[config.mk]
export PLATFORM = sky130hd
export DESIGN_NAME = pmem_fault_shim
export DESIGN_NICKNAME = d
export VERILOG_FILES = /design/src/rtl/pmf_pkg.sv /design/src/rtl/pmf_ctrl.sv /design/src/rtl/pmf_dpath.sv /design/src/rtl/pmem_fault_shim.sv
export SDC_FILE = /design/constraint.sdc
export NUM_CORES = 1
export LEC_CHECK = 0
export BUFFER_PORTS_ARGS = -buffer_cell sky130_fd_sc_hd__buf_2
export CORE_MARGIN = 3
export CORE_UTILIZATION = 45
export CTS_CLUSTER_DIAMETER = 200
export DETAILED_ROUTE_END_ITERATION = 7
export PLACE_DENSITY_LB_ADDON = 0.2
export SKIP_LAST_GASP = 1
export SLEW_MARGIN = 0
export SYNTH_ARGS = -nofsm -noshare
export SYNTH_HDL_FRONTEND = slang
export SYNTH_SLANG_ARGS = --single-unit
[constraint.sdc]
create_clock -name clk -period 2.3 [get_ports clk]
set_clock_uncertainty 0.2 [all_clocks]
set_input_delay 0.23 -clock clk [delete_from_list [all_inputs] [get_ports clk]]
set_output_delay 0.23 -clock clk [all_outputs]
set_load 0.05 [all_outputs]
[src/rtl/pmf_pkg.sv]
package pmf_pkg;
  localparam int WORD_W = 16;

  typedef enum logic [1:0] {
    MODE_OFF   = 2'd0,
    MODE_BIT   = 2'd1,
    MODE_PAIR  = 2'd2,
    MODE_STUCK = 2'd3
  } faultMode_e;

  // strobes from control to datapath
  typedef struct packed {
    logic arm;       // trigger accepted: latch configuration
    logic hitFetch;  // fetch request in this cycle is faulted
    logic hitLoad;   // load request in this cycle is faulted
  } ctrlStrobe_t;
endpackage

[src/rtl/pmf_ctrl.sv]
module pmf_ctrl
  import pmf_pkg::*;
#(
  parameter int DW = 10
) (
  input  logic          clk,
  input  logic          rst_n,
  input  logic          trigger,
  input  logic [DW-1:0] cfgDelay,
  input  logic [DW-1:0] cfgLen,
  input  logic [1:0]    cfgTarget,
  input  logic          fetchReq,
  input  logic          loadReq,
  output ctrlStrobe_t   strb
);
  localparam logic [DW-1:0] ONE = DW'(1);

  typedef enum logic [1:0] {ST_IDLE, ST_WAIT, ST_ACTIVE} winState_e;

  winState_e     state;
  logic [DW-1:0] cnt;
  logic [1:0]    tgtQ;
  logic          armNow;
  logic          active;

  assign armNow = trigger && (state == ST_IDLE) && (cfgLen != '0);
  assign active = (state == ST_ACTIVE);

  always_ff @(posedge clk or negedge rst_n) begin
    if (!rst_n) begin
      state <= ST_IDLE;
      cnt   <= '0;
      tgtQ  <= 2'b00;
    end else begin
      case (state)
        ST_IDLE: if (armNow) begin
          tgtQ <= cfgTarget;
          if (cfgDelay == '0) begin
            state <= ST_ACTIVE;
            cnt   <= cfgLen - ONE;
          end else begin
            state <= ST_WAIT;
            cnt   <= cfgDelay - ONE;
          end
        end
        ST_WAIT: if (cnt == '0) begin
          state <= ST_ACTIVE;
          cnt   <= cfgLen - ONE;
        end else begin
          cnt <= cnt - ONE;
        end
        default: if (cnt == '0) begin
          state <= ST_IDLE;
        end else begin
          cnt <= cnt - ONE;
        end
      endcase
    end
  end

  always_comb begin
    strb.arm      = armNow;
    strb.hitFetch = active && tgtQ[0] && fetchReq && !loadReq;
    strb.hitLoad  = active && tgtQ[1] && loadReq;
  end

  // a pending window always proceeds to the active phase, never back to idle
  p_wait_proceeds_r5: assert property (@(posedge clk) disable iff (!rst_n)
    (state == ST_WAIT) |=> (state != ST_IDLE));

  // no configuration is accepted while a window is pending or running
  p_arm_only_idle_r9: assert property (@(posedge clk) disable iff (!rst_n)
    (state != ST_IDLE) |-> !strb.arm);

  // faulted requests only occur inside the active phase
  p_hit_in_window_r5: assert property (@(posedge clk) disable iff (!rst_n)
    (strb.hitFetch || strb.hitLoad) |-> (state == ST_ACTIVE));
endmodule

[src/rtl/pmf_dpath.sv]
module pmf_dpath
  import pmf_pkg::*;
#(
  parameter int AW = 8,
  parameter int CW = 8
) (
  input  logic              clk,
  input  logic              rst_n,
  input  ctrlStrobe_t       strb,
  input  logic [1:0]        cfgMode,
  input  logic [3:0]        cfgBit,
  input  logic [WORD_W-1:0] cfgStuck,
  input  logic [AW-1:0]     fetchAddr,
  input  logic              loadReq,
  input  logic [AW:0]       loadAddr,
  input  logic [WORD_W-1:0] memRdata,
  output logic [AW-1:0]     memAddr,
  output logic [WORD_W-1:0] fetchData,
  output logic [7:0]        loadData,
  output logic              faultSeen,
  output logic [CW-1:0]     faultCount
);
  localparam logic [CW-1:0] CNT_MAX = {CW{1'b1}};

  faultMode_e        modeQ;
  logic [3:0]        bitQ;
  logic [WORD_W-1:0] stuckQ;
  logic              pendFault;
  logic              pendHi;
  logic              pendLoad;
  logic [WORD_W-1:0] clrBits;
  logic [WORD_W-1:0] outWord;
  logic              clearMode;
  logic              countHit;

  assign memAddr   = loadReq ? loadAddr[AW:1] : fetchAddr;
  assign clearMode = (modeQ == MODE_BIT) || (modeQ == MODE_PAIR);
  assign countHit  = (strb.hitFetch || strb.hitLoad) && (modeQ != MODE_OFF);

  // per-position clear: own position, or the one below in pair mode
  for (genvar g = 0; g < WORD_W; g++) begin : g_clr
    if (g == 0) begin : g_lsb
      assign clrBits[g] = clearMode && (bitQ == 4'(g));
    end else begin : g_up
      assign clrBits[g] = (clearMode && (bitQ == 4'(g))) ||
                          ((modeQ == MODE_PAIR) && (bitQ == 4'(g - 1)));
    end
  end

  always_ff @(posedge clk or negedge rst_n) begin
    if (!rst_n) begin
      modeQ      <= MODE_OFF;
      bitQ       <= '0;
      stuckQ     <= '0;
      pendFault  <= 1'b0;
      pendHi     <= 1'b0;
      pendLoad   <= 1'b0;
      faultSeen  <= 1'b0;
      faultCount <= '0;
    end else begin
      if (strb.arm) begin
        modeQ  <= faultMode_e'(cfgMode);
        bitQ   <= cfgBit;
        stuckQ <= cfgStuck;
      end
      pendFault <= strb.hitFetch || strb.hitLoad;
      pendLoad  <= loadReq;
      if (loadReq) pendHi <= loadAddr[0];
      if (countHit) begin
        faultSeen <= 1'b1;
        if (faultCount != CNT_MAX) faultCount <= faultCount + CW'(1);
      end
    end
  end

  always_comb begin
    if (!pendFault)                outWord = memRdata;
    else if (modeQ == MODE_STUCK)  outWord = stuckQ;
    else                           outWord = memRdata & ~clrBits;
  end

  assign fetchData = outWord;
  assign loadData  = pendHi ? outWord[15:8] : outWord[7:0];

  // with no fault pending or mode off latched, the word passes untouched
  p_off_passthrough_r1: assert property (@(posedge clk) disable iff (!rst_n)
    (!pendFault || modeQ == MODE_OFF) |-> (fetchData == memRdata));

  // clearing modes never raise a bit
  p_only_clears_r2: assert property (@(posedge clk) disable iff (!rst_n)
    (modeQ != MODE_STUCK) |-> ((fetchData & ~memRdata) == '0));

  // a low-byte load returns word bits 7:0
  p_low_byte_r8: assert property (@(posedge clk) disable iff (!rst_n)
    (pendLoad && !pendHi) |-> (loadData == fetchData[7:0]));

  // flag is sticky and consistent with the counter
  p_flag_sticky_r10: assert property (@(posedge clk) disable iff (!rst_n)
    faultSeen |=> faultSeen);
  p_count_flag_r10: assert property (@(posedge clk) disable iff (!rst_n)
    (faultCount != '0) |-> faultSeen);
endmodule

[src/rtl/pmem_fault_shim.sv]
module pmem_fault_shim
  import pmf_pkg::*;
#(
  parameter int AW = 8,
  parameter int DW = 10,
  parameter int CW = 8
) (
  input  logic              clk,
  input  logic              rst_n,
  input  logic              trigger,
  input  logic [1:0]        cfgMode,
  input  logic [3:0]        cfgBit,
  input  logic [WORD_W-1:0] cfgStuck,
  input  logic [1:0]        cfgTarget,
  input  logic [DW-1:0]     cfgDelay,
  input  logic [DW-1:0]     cfgLen,
  input  logic              fetchReq,
  input  logic [AW-1:0]     fetchAddr,
  output logic [WORD_W-1:0] fetchData,
  input  logic              loadReq,
  input  logic [AW:0]       loadAddr,
  output logic [7:0]        loadData,
  output logic [AW-1:0]     memAddr,
  input  logic [WORD_W-1:0] memRdata,
  output logic              faultSeen,
  output logic [CW-1:0]     faultCount
);
  ctrlStrobe_t strb;

  pmf_ctrl #(.DW(DW)) u_ctrl (
    .clk(clk), .rst_n(rst_n), .trigger(trigger),
    .cfgDelay(cfgDelay), .cfgLen(cfgLen), .cfgTarget(cfgTarget),
    .fetchReq(fetchReq), .loadReq(loadReq), .strb(strb)
  );

  pmf_dpath #(.AW(AW), .CW(CW)) u_dpath (
    .clk(clk), .rst_n(rst_n), .strb(strb),
    .cfgMode(cfgMode), .cfgBit(cfgBit), .cfgStuck(cfgStuck),
    .fetchAddr(fetchAddr), .loadReq(loadReq), .loadAddr(loadAddr),
    .memRdata(memRdata), .memAddr(memAddr),
    .fetchData(fetchData), .loadData(loadData),
    .faultSeen(faultSeen), .faultCount(faultCount)
  );
endmodule

==> impl_results.md <==
- Count of final setup violators: 18
- Setup slack after layout: -344.9 ps
- Clk_lat worst skew: 320 ps
- Hold Path Class: in2reg
- Arr. time, crit path: 2210 ps
- Clock share of power: 14.0%
- RSZ-0062 raised after global routing: yes
- Die Span X: 92.41 um
- GRT Resource Usage Total: 27.61%
- Share of cells above drive strength 1: 49.12%
- P_sw: 1.777 mW
- Synthesized area per cell: 8.194 um2
- Post-route minimum period: 2645 ps
- Placed Cells: 679
- Peak supply drop: 0.5621 mV
- Maximum Capacitance Violations: 0
- Worst-path clk slew: 100 ps
- Number of port buffers: 122
- Post-Syn Area: 3359 um2
- Wire per inst: 17.89 um
- Synth Register Bits: 47
- Number of antenna repair diodes: 0
- Primary FF master, synth: dfrtp_1
- HPWL after DPL: 8413 um
- Crit-path max FO: 3
- Die Y: 92.41 um
- CTS Buffer Depth: 2
- Tightest Pin Transition: 534.5 ps
- Die ar.: 8539 um2
- Fmax achieved: 0.3781 GHz
- Clk sinks: 47
- Failing checks: setup timing
- Core Box Area: 7019 um2
- Cells after Synth: 410
- Mapped Nets: 500
- Async SR Flop Fraction: 100.0%
- Via count: 4,068
- Final hold violation count: 0
- Root Buffer: clkbuf_8
- Register share of total power: 33.6%
- CTS tree: built
- Pwr per Cell Area: 732.2 nW/um2
- Initial antenna violation count: 0
- First-pass GRT wire length: 19,260 um
- CP startpoint kind: flop
- Initial core utilization: 47.86%
- Rel. slew slack: 64.37%
- Comb pwr share: 52.4%
- Register area share after synthesis: 35.01%
- Tot Pwr: 4.105 mW
- Num rows: 30
- Area of placed instances: 4698 um2
- Area growth, synth to finish: 66.89%
- H-tree depth: 2
- DR iter-0 viols: 250
- Tcrit/Tclk final: 115.0%
- Nets: 714
- Util after Layout: 79.88%
- P_leak: 2.702 nW
- Cell area after layout: 5607 um2
- Fin. max-slew vios: 0
- CTS buffer count: 5
- Worst setup path class: reg2out
- First-pass DRT Iterations: 5
- Post-DR vias/cell: 5.642
- DRC: 0
- Switching share of power: 43.30%
- Ys Warns: 0
- I/O pin count: 123
- Vias in the first global route: 3,977
- Layout Cells excl Fill: 721
- Unique masters post-synth: 64
- WP data required: 1870 ps
- Post-route ant nets: 0
- Outcome: complete, but fails checks
- Endpoint class of the critical path: primary output
- GPL Wtd Cong: 0.9658
- Congestion Overflow GR: 0
- Number of synthesized flops with an enable pin: 0
- Total Wirelength: 12,900 um
- P_int: 2.328 mW
- Largest net degree at the start of global routing: 19
==> routing by layer <==
| layer | up-vias | global-route usage (%) | part of all wire (%) |
|---|---|---|---|
| met5 | - | 0 | 0 |
| met1 | 1914 | 34.37 | 39 |
| met2 | 223 | 48.40 | 50 |
| met4 | 0 | 10.15 | 2.9 |
| met3 | 37 | 3.818 | 7.6 |
| li1 | 1894 | - | - |
==> worst max-delay path, cell delays in order (launching register included) <==
cell and delay, ps:
dfrtp_1 370, inv_2 70, ha_4 280, mux2i_1 80
or2_2 320, o21ai_1 150, buf_4 140, o21ai_4 50
mux2_2 280, buf_6 160
==> placed cells by master, fill, tap and decap left out, types with 6 or more instances in the layout <==
cell type,synthesis,layout
dlygate4sd3_1,0,26
nor2_1,20,18
inv_1,15,9
nand2_2,0,10
buf_6,0,16
nor3_1,14,11
nand2_1,101,91
nand3_1,9,8
o21ai_0,27,7
mux2_2,17,12
buf_8,0,10
o21ai_4,0,7
buf_2,5,99
xor2_1,10,10
buf_4,1,74
xnor2_1,6,6
nand3b_1,6,6
o21ai_1,5,13
dfrtp_1,47,47
==> path summary, 6_finish.rpt <==
| path | start | end | slack [ps] | depth (start not counted) |
|---|---|---|---|---|
| max in group asynchronous | rst_n | u_dpath.stuckQ[6] | 1160 | 3 |
| setup / recovery | u_dpath.modeQ[0] | loadData[1] | -340 | 9 |
| min in group asynchronous | rst_n | u_dpath.faultCount[6] | 150 | 2 |
| hold reg to reg | u_dpath.faultSeen | u_dpath.faultSeen | 290 | 1 |
| setup reg to reg | u_ctrl.cnt[0] | u_ctrl.cnt[6] | -20 | 7 |
| hold / removal | fetchReq | u_dpath.pendFault | 30 | 3 |
==> sequential cells by signal, indices dropped and copies added, names as in the netlist <==
name	flops
u_dpath.stuckQ	16
u_ctrl.cnt	10
u_dpath.faultCount	8
u_dpath.bitQ	4
u_ctrl.state	2
u_ctrl.tgtQ	2
u_dpath.modeQ	2
u_dpath.faultSeen	1
u_dpath.pendFault	1
u_dpath.pendHi	1
==> power groups by stage <==
stage	sequential [mW]	clock, mW	combinational [mW]
3_5_place_dp	1.34	0	1.67
3_3_place_gp	1.33	0	1.64
6_report	1.38	0.577	2.15
2_1_floorplan	1.29	0	0.997
4_1_cts	1.34	0.579	1.89
5_1_grt	1.40	0.613	2.31
==> through the flow <==
stage	setup slack, ps	setup TNS (ps)	hold slack [ps]
floorplan	-117.9	-228.8	-265.6
global placement	-179.1	-762.5	-42.48
detailed placement	-178.2	-1217	-35.76
CTS	-316.8	-2213	34.53
global route	-444.2	-4962	46.29
finish	-344.9	-3110	34.91
==> timing repair <==
item | 4_1_cts | 5_1_grt
hold buffers | 26 | 0
resized for setup | 90 | 57
pin swaps | 15 | 27
endpoints found under the hold margin | 58 | 0
endpoints found under the setup margin | 31 | 34
setup buffers | 5 | 4
==> cells in the mapped netlist, drive strengths merged, types with 4 or more instances <==
library cell,number,share of area [%]
nor3,14,2.1
xnor2,6,1.6
nand2,101,11
nand3,9,1.3
a21oi,9,1.5
buf,6,0.97
dfrtp,47,35
clkbuf,13,1.5
or3,4,0.74
or2,4,0.74
inv,15,1.7
o21ai,32,4.8
and3b,4,1.0
mux2,18,6.0
nor4,6,1.1
xor2,10,2.6
nor2,20,2.2
or4,8,1.9
o311ai,4,1.6
ha,8,3.0
nand3b,6,1.3
o31ai,5,1.1
==> layout make-up <==
class	count	area, um2
flip-flops and latches	47	1176
clock buffers	5	68.82
fillers	445	1413
repair buffers	226	1662
clock inverters	3	27.53
multi-input cells	329	2489
well taps	96	120.1
inverters	15	63.81
==> cell families (layout without fill, tap and decap cells) <==
logic type | after synthesis | in the layout | synth area share (%)
and+or+nand+nor | 199 | 199 | 28.98
AOI/OAI and AO/OA | 86 | 86 | 18.14
DFF | 47 | 47 | 35.01
buffers and inverters | 34 | 249 | 4.097
muxes | 20 | 20 | 6.629
xor gates and xnor gates | 16 | 16 | 4.171
adders and majority gates | 8 | 8 | 2.980
No activity file was read; power rests on OpenSTA's default activity.
